$ cat src/rtl/hb_pkg.sv
package hb_pkg;
  // bit order {hl, hr, ll, lr}
  typedef logic [3:0] gate_t;
  localparam gate_t GATE_OFF   = 4'b0000;
  localparam gate_t GATE_PRE   = 4'b0011;
  localparam gate_t GATE_POS_A = 4'b1001;
  localparam gate_t GATE_POS_B = 4'b0110;
endpackage

$ cat src/rtl/hb_sync.sv
module hb_sync #(
  parameter int WIDTH  = 1,
  parameter int STAGES = 2
) (
  input  logic             clk_i,
  input  logic             rst_ni,
  input  logic [WIDTH-1:0] d_i,
  output logic [WIDTH-1:0] q_o
);
  logic [WIDTH-1:0] stg_q [STAGES];

  always_ff @(posedge clk_i or negedge rst_ni) begin
    if (!rst_ni) begin
      for (int i = 0; i < STAGES; i++) stg_q[i] <= '0;
    end else begin
      stg_q[0] <= d_i;
      for (int i = 1; i < STAGES; i++) stg_q[i] <= stg_q[i-1];
    end
  end

  assign q_o = stg_q[STAGES-1];
endmodule

$ cat src/rtl/hb_sequencer.sv
module hb_sequencer
  import hb_pkg::*;
(
  input  logic  clk_i,
  input  logic  rst_ni,
  input  logic  pg_i,
  input  logic  su_i,
  input  logic  div_off_i,
  input  logic  dis_i,
  input  logic  cclk_i,
  output gate_t tgt_o
);
  logic run_d, run_q, phase_q, cclk_q, cclk_fall;

  assign run_d     = pg_i & su_i & ~dis_i;
  assign cclk_fall = cclk_q & ~cclk_i;

  always_ff @(posedge clk_i or negedge rst_ni) begin
    if (!rst_ni) begin
      run_q   <= 1'b0;
      phase_q <= 1'b0;
      cclk_q  <= 1'b0;
    end else begin
      cclk_q <= cclk_i;
      run_q  <= run_d;
      if (!run_d)                              phase_q <= 1'b0;
      else if (run_q && cclk_fall && !div_off_i) phase_q <= ~phase_q;
    end
  end

  always_comb begin
    if (dis_i)                tgt_o = GATE_OFF;
    else if (!(run_q && run_d)) tgt_o = GATE_PRE;
    else if (div_off_i)       tgt_o = cclk_i  ? GATE_POS_B : GATE_POS_A;
    else                      tgt_o = phase_q ? GATE_POS_B : GATE_POS_A;
  end

  p_first_pos_r6: assert property (@(posedge clk_i) disable iff (!rst_ni)
    ($rose(run_q) && run_d && !div_off_i) |-> (tgt_o == GATE_POS_A));

  p_two_pos_r4: assert property (@(posedge clk_i) disable iff (!rst_ni)
    (run_q && run_d) |-> (tgt_o == GATE_POS_A || tgt_o == GATE_POS_B));
endmodule

$ cat src/rtl/hb_deadtime.sv
module hb_deadtime
  import hb_pkg::*;
#(
  parameter int DEAD_CYC = 4
) (
  input  logic  clk_i,
  input  logic  rst_ni,
  input  gate_t tgt_i,
  output gate_t gate_o
);
  localparam int CW = (DEAD_CYC > 0) ? $clog2(DEAD_CYC + 1) : 1;

  gate_t         out_q;
  logic [CW-1:0] cnt_q;
  logic          drop;

  assign drop = |(out_q & ~tgt_i);

  always_ff @(posedge clk_i or negedge rst_ni) begin
    if (!rst_ni) begin
      out_q <= GATE_OFF;
      cnt_q <= CW'(DEAD_CYC);
    end else if (drop) begin
      out_q <= out_q & tgt_i;      // turn-offs take effect at once
      cnt_q <= CW'(DEAD_CYC);
    end else begin
      if (cnt_q != '0) cnt_q <= cnt_q - 1'b1;
      if (out_q != tgt_i && cnt_q == '0) out_q <= tgt_i;
    end
  end

  assign gate_o = out_q;

  p_turn_on_wait_r9: assert property (@(posedge clk_i) disable iff (!rst_ni)
    (|(out_q & ~$past(out_q))) |-> ($past(cnt_q) == '0));
endmodule

$ cat src/rtl/hb_commutator.sv
module hb_commutator
  import hb_pkg::*;
#(
  parameter int DEAD_CYC    = 4,
  parameter int SYNC_STAGES = 2
) (
  input  logic clk_i,
  input  logic rst_ni,
  input  logic pwr_good_i,
  input  logic su_en_i,
  input  logic div_off_i,
  input  logic bridge_dis_i,
  input  logic comm_clk_i,
  output logic gate_hl_o,
  output logic gate_hr_o,
  output logic gate_ll_o,
  output logic gate_lr_o
);
  localparam int NIN = 5;

  logic [NIN-1:0] raw, syn;
  logic  pg_s, su_s, dd_s, dis_s, cclk_s;
  gate_t tgt, gate;

  assign raw = {pwr_good_i, su_en_i, div_off_i, bridge_dis_i, comm_clk_i};
  assign {pg_s, su_s, dd_s, dis_s, cclk_s} = syn;

  hb_sync #(.WIDTH(NIN), .STAGES(SYNC_STAGES)) u_sync (
    .clk_i (clk_i),
    .rst_ni(rst_ni),
    .d_i   (raw),
    .q_o   (syn)
  );

  hb_sequencer u_seq (
    .clk_i    (clk_i),
    .rst_ni   (rst_ni),
    .pg_i     (pg_s),
    .su_i     (su_s),
    .div_off_i(dd_s),
    .dis_i    (dis_s),
    .cclk_i   (cclk_s),
    .tgt_o    (tgt)
  );

  hb_deadtime #(.DEAD_CYC(DEAD_CYC)) u_dead (
    .clk_i (clk_i),
    .rst_ni(rst_ni),
    .tgt_i (tgt),
    .gate_o(gate)
  );

  assign {gate_hl_o, gate_hr_o, gate_ll_o, gate_lr_o} = gate;

  p_off_on_dis_r1: assert property (@(posedge clk_i) disable iff (!rst_ni)
    dis_s |=> (gate == GATE_OFF));

  p_no_shoot_r9: assert property (@(posedge clk_i) disable iff (!rst_ni)
    !(gate_hl_o && gate_ll_o) && !(gate_hr_o && gate_lr_o));

  p_highs_off_pg_r8: assert property (@(posedge clk_i) disable iff (!rst_ni)
    !pg_s |=> (!gate_hl_o && !gate_hr_o));

  p_hl_after_ll_r9: assert property (@(posedge clk_i) disable iff (!rst_ni)
    $rose(gate_hl_o) |-> !$past(gate_ll_o));
endmodule

$ cat config.mk
export PLATFORM = sky130hd
export DESIGN_NAME = hb_commutator
export DESIGN_NICKNAME = d
export VERILOG_FILES = /design/src/rtl/hb_pkg.sv /design/src/rtl/hb_sync.sv /design/src/rtl/hb_sequencer.sv /design/src/rtl/hb_deadtime.sv /design/src/rtl/hb_commutator.sv
export SDC_FILE = /design/constraint.sdc
export NUM_CORES = 1
export LEC_CHECK = 0
export ABC_AREA = 1
export BUFFER_PORTS_ARGS = -buffer_cell sky130_fd_sc_hd__buf_2
export CORE_MARGIN = 1
export CORE_UTILIZATION = 55
export CTS_CLUSTER_SIZE = 10
export DETAILED_ROUTE_END_ITERATION = 12
export HOLD_SLACK_MARGIN = 0.12
export PLACE_DENSITY = 0.8
export SYNTH_ARGS = -nofsm -noshare
export SYNTH_HDL_FRONTEND = slang
export SYNTH_SLANG_ARGS = --single-unit
export TNS_END_PERCENT = 30
$ cat constraint.sdc
create_clock -name clk_i -period 2.45 [get_ports clk_i]
set_input_delay 0.245 -clock clk_i [delete_from_list [all_inputs] [get_ports clk_i]]
set_output_delay 0.245 -clock clk_i [all_outputs]
set_load 0.05 [all_outputs]
==> flow_summary_export.csv <==
group,metric,value,unit
power,clkPwrFrac,0.249,
logic_synthesis,post_synth_main_area_contributors,"sky130_fd_sc_hd__dfrtp_1 48%, sky130_fd_sc_hd__ha_1 13%, sky130_fd_sc_hd__nand2_1 7.2%",
logic_synthesis,synth-adder-area-share,0.1259,
grt,grt_antenna_before_repair,0,
logic_synthesis,synth.net_count,118,
critical_path,end_kind,"flip-flop",
grt,first_global_vias,717,
die,die_w,44.50,um
power,pwr_density_cell,904.9,nW/um2
die,die-area,1980,um2
routing,route.final.wire_length,1622,um
grt,grt_first_pass_wirelength,2780,um
power,share_seq_of_total_power,0.395,
critical_path,path_max_fanout,5,
grt,global_route.overflow_total,0,
power,swShare,0.3650,
sta,final_hold_violation_count,0,
sta,grt_setup_unrepaired,"false",
logic_synthesis,synth_compound_gate_area_share,0.04534,
placement,routabilityCongestion,0.7314,
logic_synthesis,syn_inst,101,
critical_path,worstSetupStartpointType,"flip-flop",
logic_synthesis,number_of_warnings_reported_in_the_yosys_synthesis_log,0,
sta,slew_headroom,0.7016,
routing,post-route-drc-count,0,
power,vdd_drop_max,0.0006525,V
power,combinationalPowerShare,0.355,
cells_and_area,top_library_cells_by_usage_in_the_layout_fill_and_taps_aside,"19 x sky130_fd_sc_hd__nand2_1, 19 x sky130_fd_sc_hd__dfrtp_1, 15 x sky130_fd_sc_hd__inv_1",
logic_synthesis,synth.lib_cells_used.distinct,20,
sta,worst_pin_slew,447.6,ps
die,fp-row-count,14,
grt,grt_util_all_layers,0.2005,
clock_network,clockRootBuffer,"sky130_fd_sc_hd__clkbuf_4",
logic_synthesis,postSynthAreaPerCell,9.836,um2
critical_path,critPathKind,"reg2reg",
sta,layout_min_cycle_time,1900,ps
logic_synthesis,yosysSeqAreaShare,0.5050,
grt,grt_max_degree,21,
sta,final_setup_violations,0,
logic_synthesis,yosysTopAreaCell,"sky130_fd_sc_hd__dfrtp_1",
routing,route.detailed.wl_per_inst,11.19,um
routing,drt-initial-drc-count,9,
critical_path,arrival,2110,ps
routing,number_of_routed_nets_with_antenna_violations,0,
sta,skew,3.478,ps
clock_network,clk_path_buf_depth,2,
placement,io_buffer_count,10,
logic_synthesis,synth_largest_type_area_fraction,0.4786,
logic_synthesis,share_of_synthesized_cell_area_in_and_or_nand_and_nor_gates,0.2469,
sta,finalMaxSlewViolations,0,
routing,detail_route.vias_per_cell,4.779,
cells_and_area,final_nets,139,
logic_synthesis,flops_latches_synth,20,
clock_network,cts_max_level,1,
placement,hpwl_after_detailed_placement,1236,um
cells_and_area,antenna-diode-count,0,
cells_and_area,final_area,1186,um2
logic_synthesis,largest_family_of_logic_cells_by_synthesized_area,"simple AND/OR/NAND/NOR gates",
die,chipHeight,44.50,um
clock_network,tritoncts,"yes",
die,core_area,1594,um2
power,total_leakage_power,0.6120,nW
die,start_util,0.6232,
logic_synthesis,synth_mux_area_frac,0,
placement,placement.cell_area,1074,um2
clock_network,cts.repair_timing.setup_buffer_count,0,
logic_synthesis,post_synthesis_xor_xnor_area_fraction,0.008816,
worst_hold_path,holdCritPathClass,"reg2reg",
clock_network,cts_inserted_buffers,3,
cells_and_area,drive_above_1_share,0.2479,
sta,totalNegativeSetupSlack,0,ps
run,maxCapViolations,0,
run_status,outcome,"finished, final reports clean",
critical_path,critPathRequiredTime,2660,ps
power,power.switching,391.8,uW
cells_and_area,layout.core_utilization,0.7441,
die,io_count,11,
routing,drt-pass1-iter-count,4,
sta,max_freq,0.5264,GHz
clock_network,cts_sinks,20,
power,power_report.internal_total,681.6,uW
clock_network,worst_setup_hold_path_clk_slew,110,ps
sta,post-route-period-util,0.7754,
cells_and_area,area_growth,19.40,%
logic_synthesis,synth.cell_area,993.5,um2
routing,vias,693,
clock_network,clkLatencyLatePin,300,ps
metrics by stage:
step           worst slack (ps)  hold slack (ps)  total power, mW  std cells
2_1_floorplan             727.3           -50.59           0.7154        101
3_3_place_gp              638.0            203.9           0.7833        135
3_5_place_dp              566.9            218.3           0.8092        135
4_1_cts                   544.3            362.5            1.087        145
5_1_grt                   393.4            367.4            1.147        145
6_report                  550.2            360.4            1.073        145
metal layers:
| metal | vias to the layer above | global-route usage | part of all wire | routed length [um] |
|---|---|---|---|---|
| met2 | 13 | 0.3647 | 0.51 | 825 |
| li1 | 349 | - | - | - |
| met4 | 0 | 0.07273 | 0.0086 | 14 |
| met3 | 2 | 0.03673 | 0.027 | 44 |
| met5 | - | 0 | 0 | 0 |
| met1 | 329 | 0.2343 | 0.45 | 738 |
worst paths after layout:
path                                      start               end  slack, ps  cells past startpoint
worst max-delay path              u_sync.q_o[2]  u_dead.gate_o[2]        550                     12
worst min-delay path            u_sync.stg_q[5]     u_sync.q_o[0]        360                      0
worst max register to register    u_sync.q_o[2]  u_dead.gate_o[2]        550                     12
worst min register to register  u_sync.stg_q[5]     u_sync.q_o[0]        360                      0
max in group asynchronous                rst_ni   u_dead.cnt_q[2]       1720                      2
min in group asynchronous                rst_ni  u_dead.gate_o[0]        400                      2
power by group through the flow:
stage                     Combinational (mW)  Sequential (mW)  Clock (mW)
final                                  0.381            0.424       0.268
after global routing                   0.430            0.433       0.284
after CTS                              0.388            0.426       0.273
after detailed placement               0.377            0.433           0
after global placement                 0.353            0.430           0
after floorplan                        0.238            0.477           0
cell type report:
| cell class | count | area, um2 |
|---|---|---|
| inverter | 18 | 67.56 |
| sequential | 20 | 501.7 |
| tap | 24 | 30.03 |
| clock buffer | 3 | 22.52 |
| clock inverter | 1 | 30.03 |
| fill | 119 | 407.9 |
| multi-input combinational | 63 | 424.2 |
| timing repair buffer | 16 | 110.1 |
cell families (layout without fill, tap and decap cells):
group,Yosys count,count (layout)
AND/OR/NAND/NOR,45,45
flip-flops,20,20
buffers and inverters,18,38
adder cells (fa/ha/maj),10,10
AO/OA/AOI/OAI,7,7
XOR/XNOR,1,1
sequential cells by signal (all words and copies together) (netlist names):
name	cells
u_sync.stg_q	5
u_seq.phase_q	1
u_seq.run_q	1
u_dead.gate_o	4
u_sync.q_o	5
u_dead.cnt_q	3
u_seq.cclk_q	1
worst max-delay path: stages (launching register included):
cell                       delay (ps)
sky130_fd_sc_hd__dfrtp_1          440
sky130_fd_sc_hd__nand2_2          110
sky130_fd_sc_hd__inv_2             50
sky130_fd_sc_hd__nor2_4           110
sky130_fd_sc_hd__nor2_4            50
sky130_fd_sc_hd__nor2_2           120
sky130_fd_sc_hd__inv_1             60
sky130_fd_sc_hd__ha_1             260
sky130_fd_sc_hd__nand2_1           80
sky130_fd_sc_hd__o21ai_2          290
sky130_fd_sc_hd__nand3b_1         120
sky130_fd_sc_hd__nand2_1           80
sky130_fd_sc_hd__nor2_1            40
timing repair:
action                                  in CTS  in global routing
hold buffers                                 6                  0
resized for setup                            0                  0
endpoints found under the hold margin       24                  0
endpoints found under the setup margin       0                  0
cells in the mapped netlist:
cell and instances:
sky130_fd_sc_hd__inv_2 3, sky130_fd_sc_hd__o21ai_0 2, sky130_fd_sc_hd__o21ai_1 1, sky130_fd_sc_hd__nand3b_1 1
sky130_fd_sc_hd__nand2_2 1, sky130_fd_sc_hd__xnor2_1 1, sky130_fd_sc_hd__a211oi_1 1, sky130_fd_sc_hd__nor2_1 9
sky130_fd_sc_hd__nor2_4 5, sky130_fd_sc_hd__nand2_1 19, sky130_fd_sc_hd__nor2_2 2, sky130_fd_sc_hd__a21oi_1 1
sky130_fd_sc_hd__o21ai_2 2, sky130_fd_sc_hd__nand3_1 6, sky130_fd_sc_hd__dfstp_2 1, sky130_fd_sc_hd__ha_1 10
sky130_fd_sc_hd__dfrtp_1 19, sky130_fd_sc_hd__or2_2 1, sky130_fd_sc_hd__nand4_4 1, sky130_fd_sc_hd__inv_1 15
No activity file was read; power rests on OpenSTA's default activity.
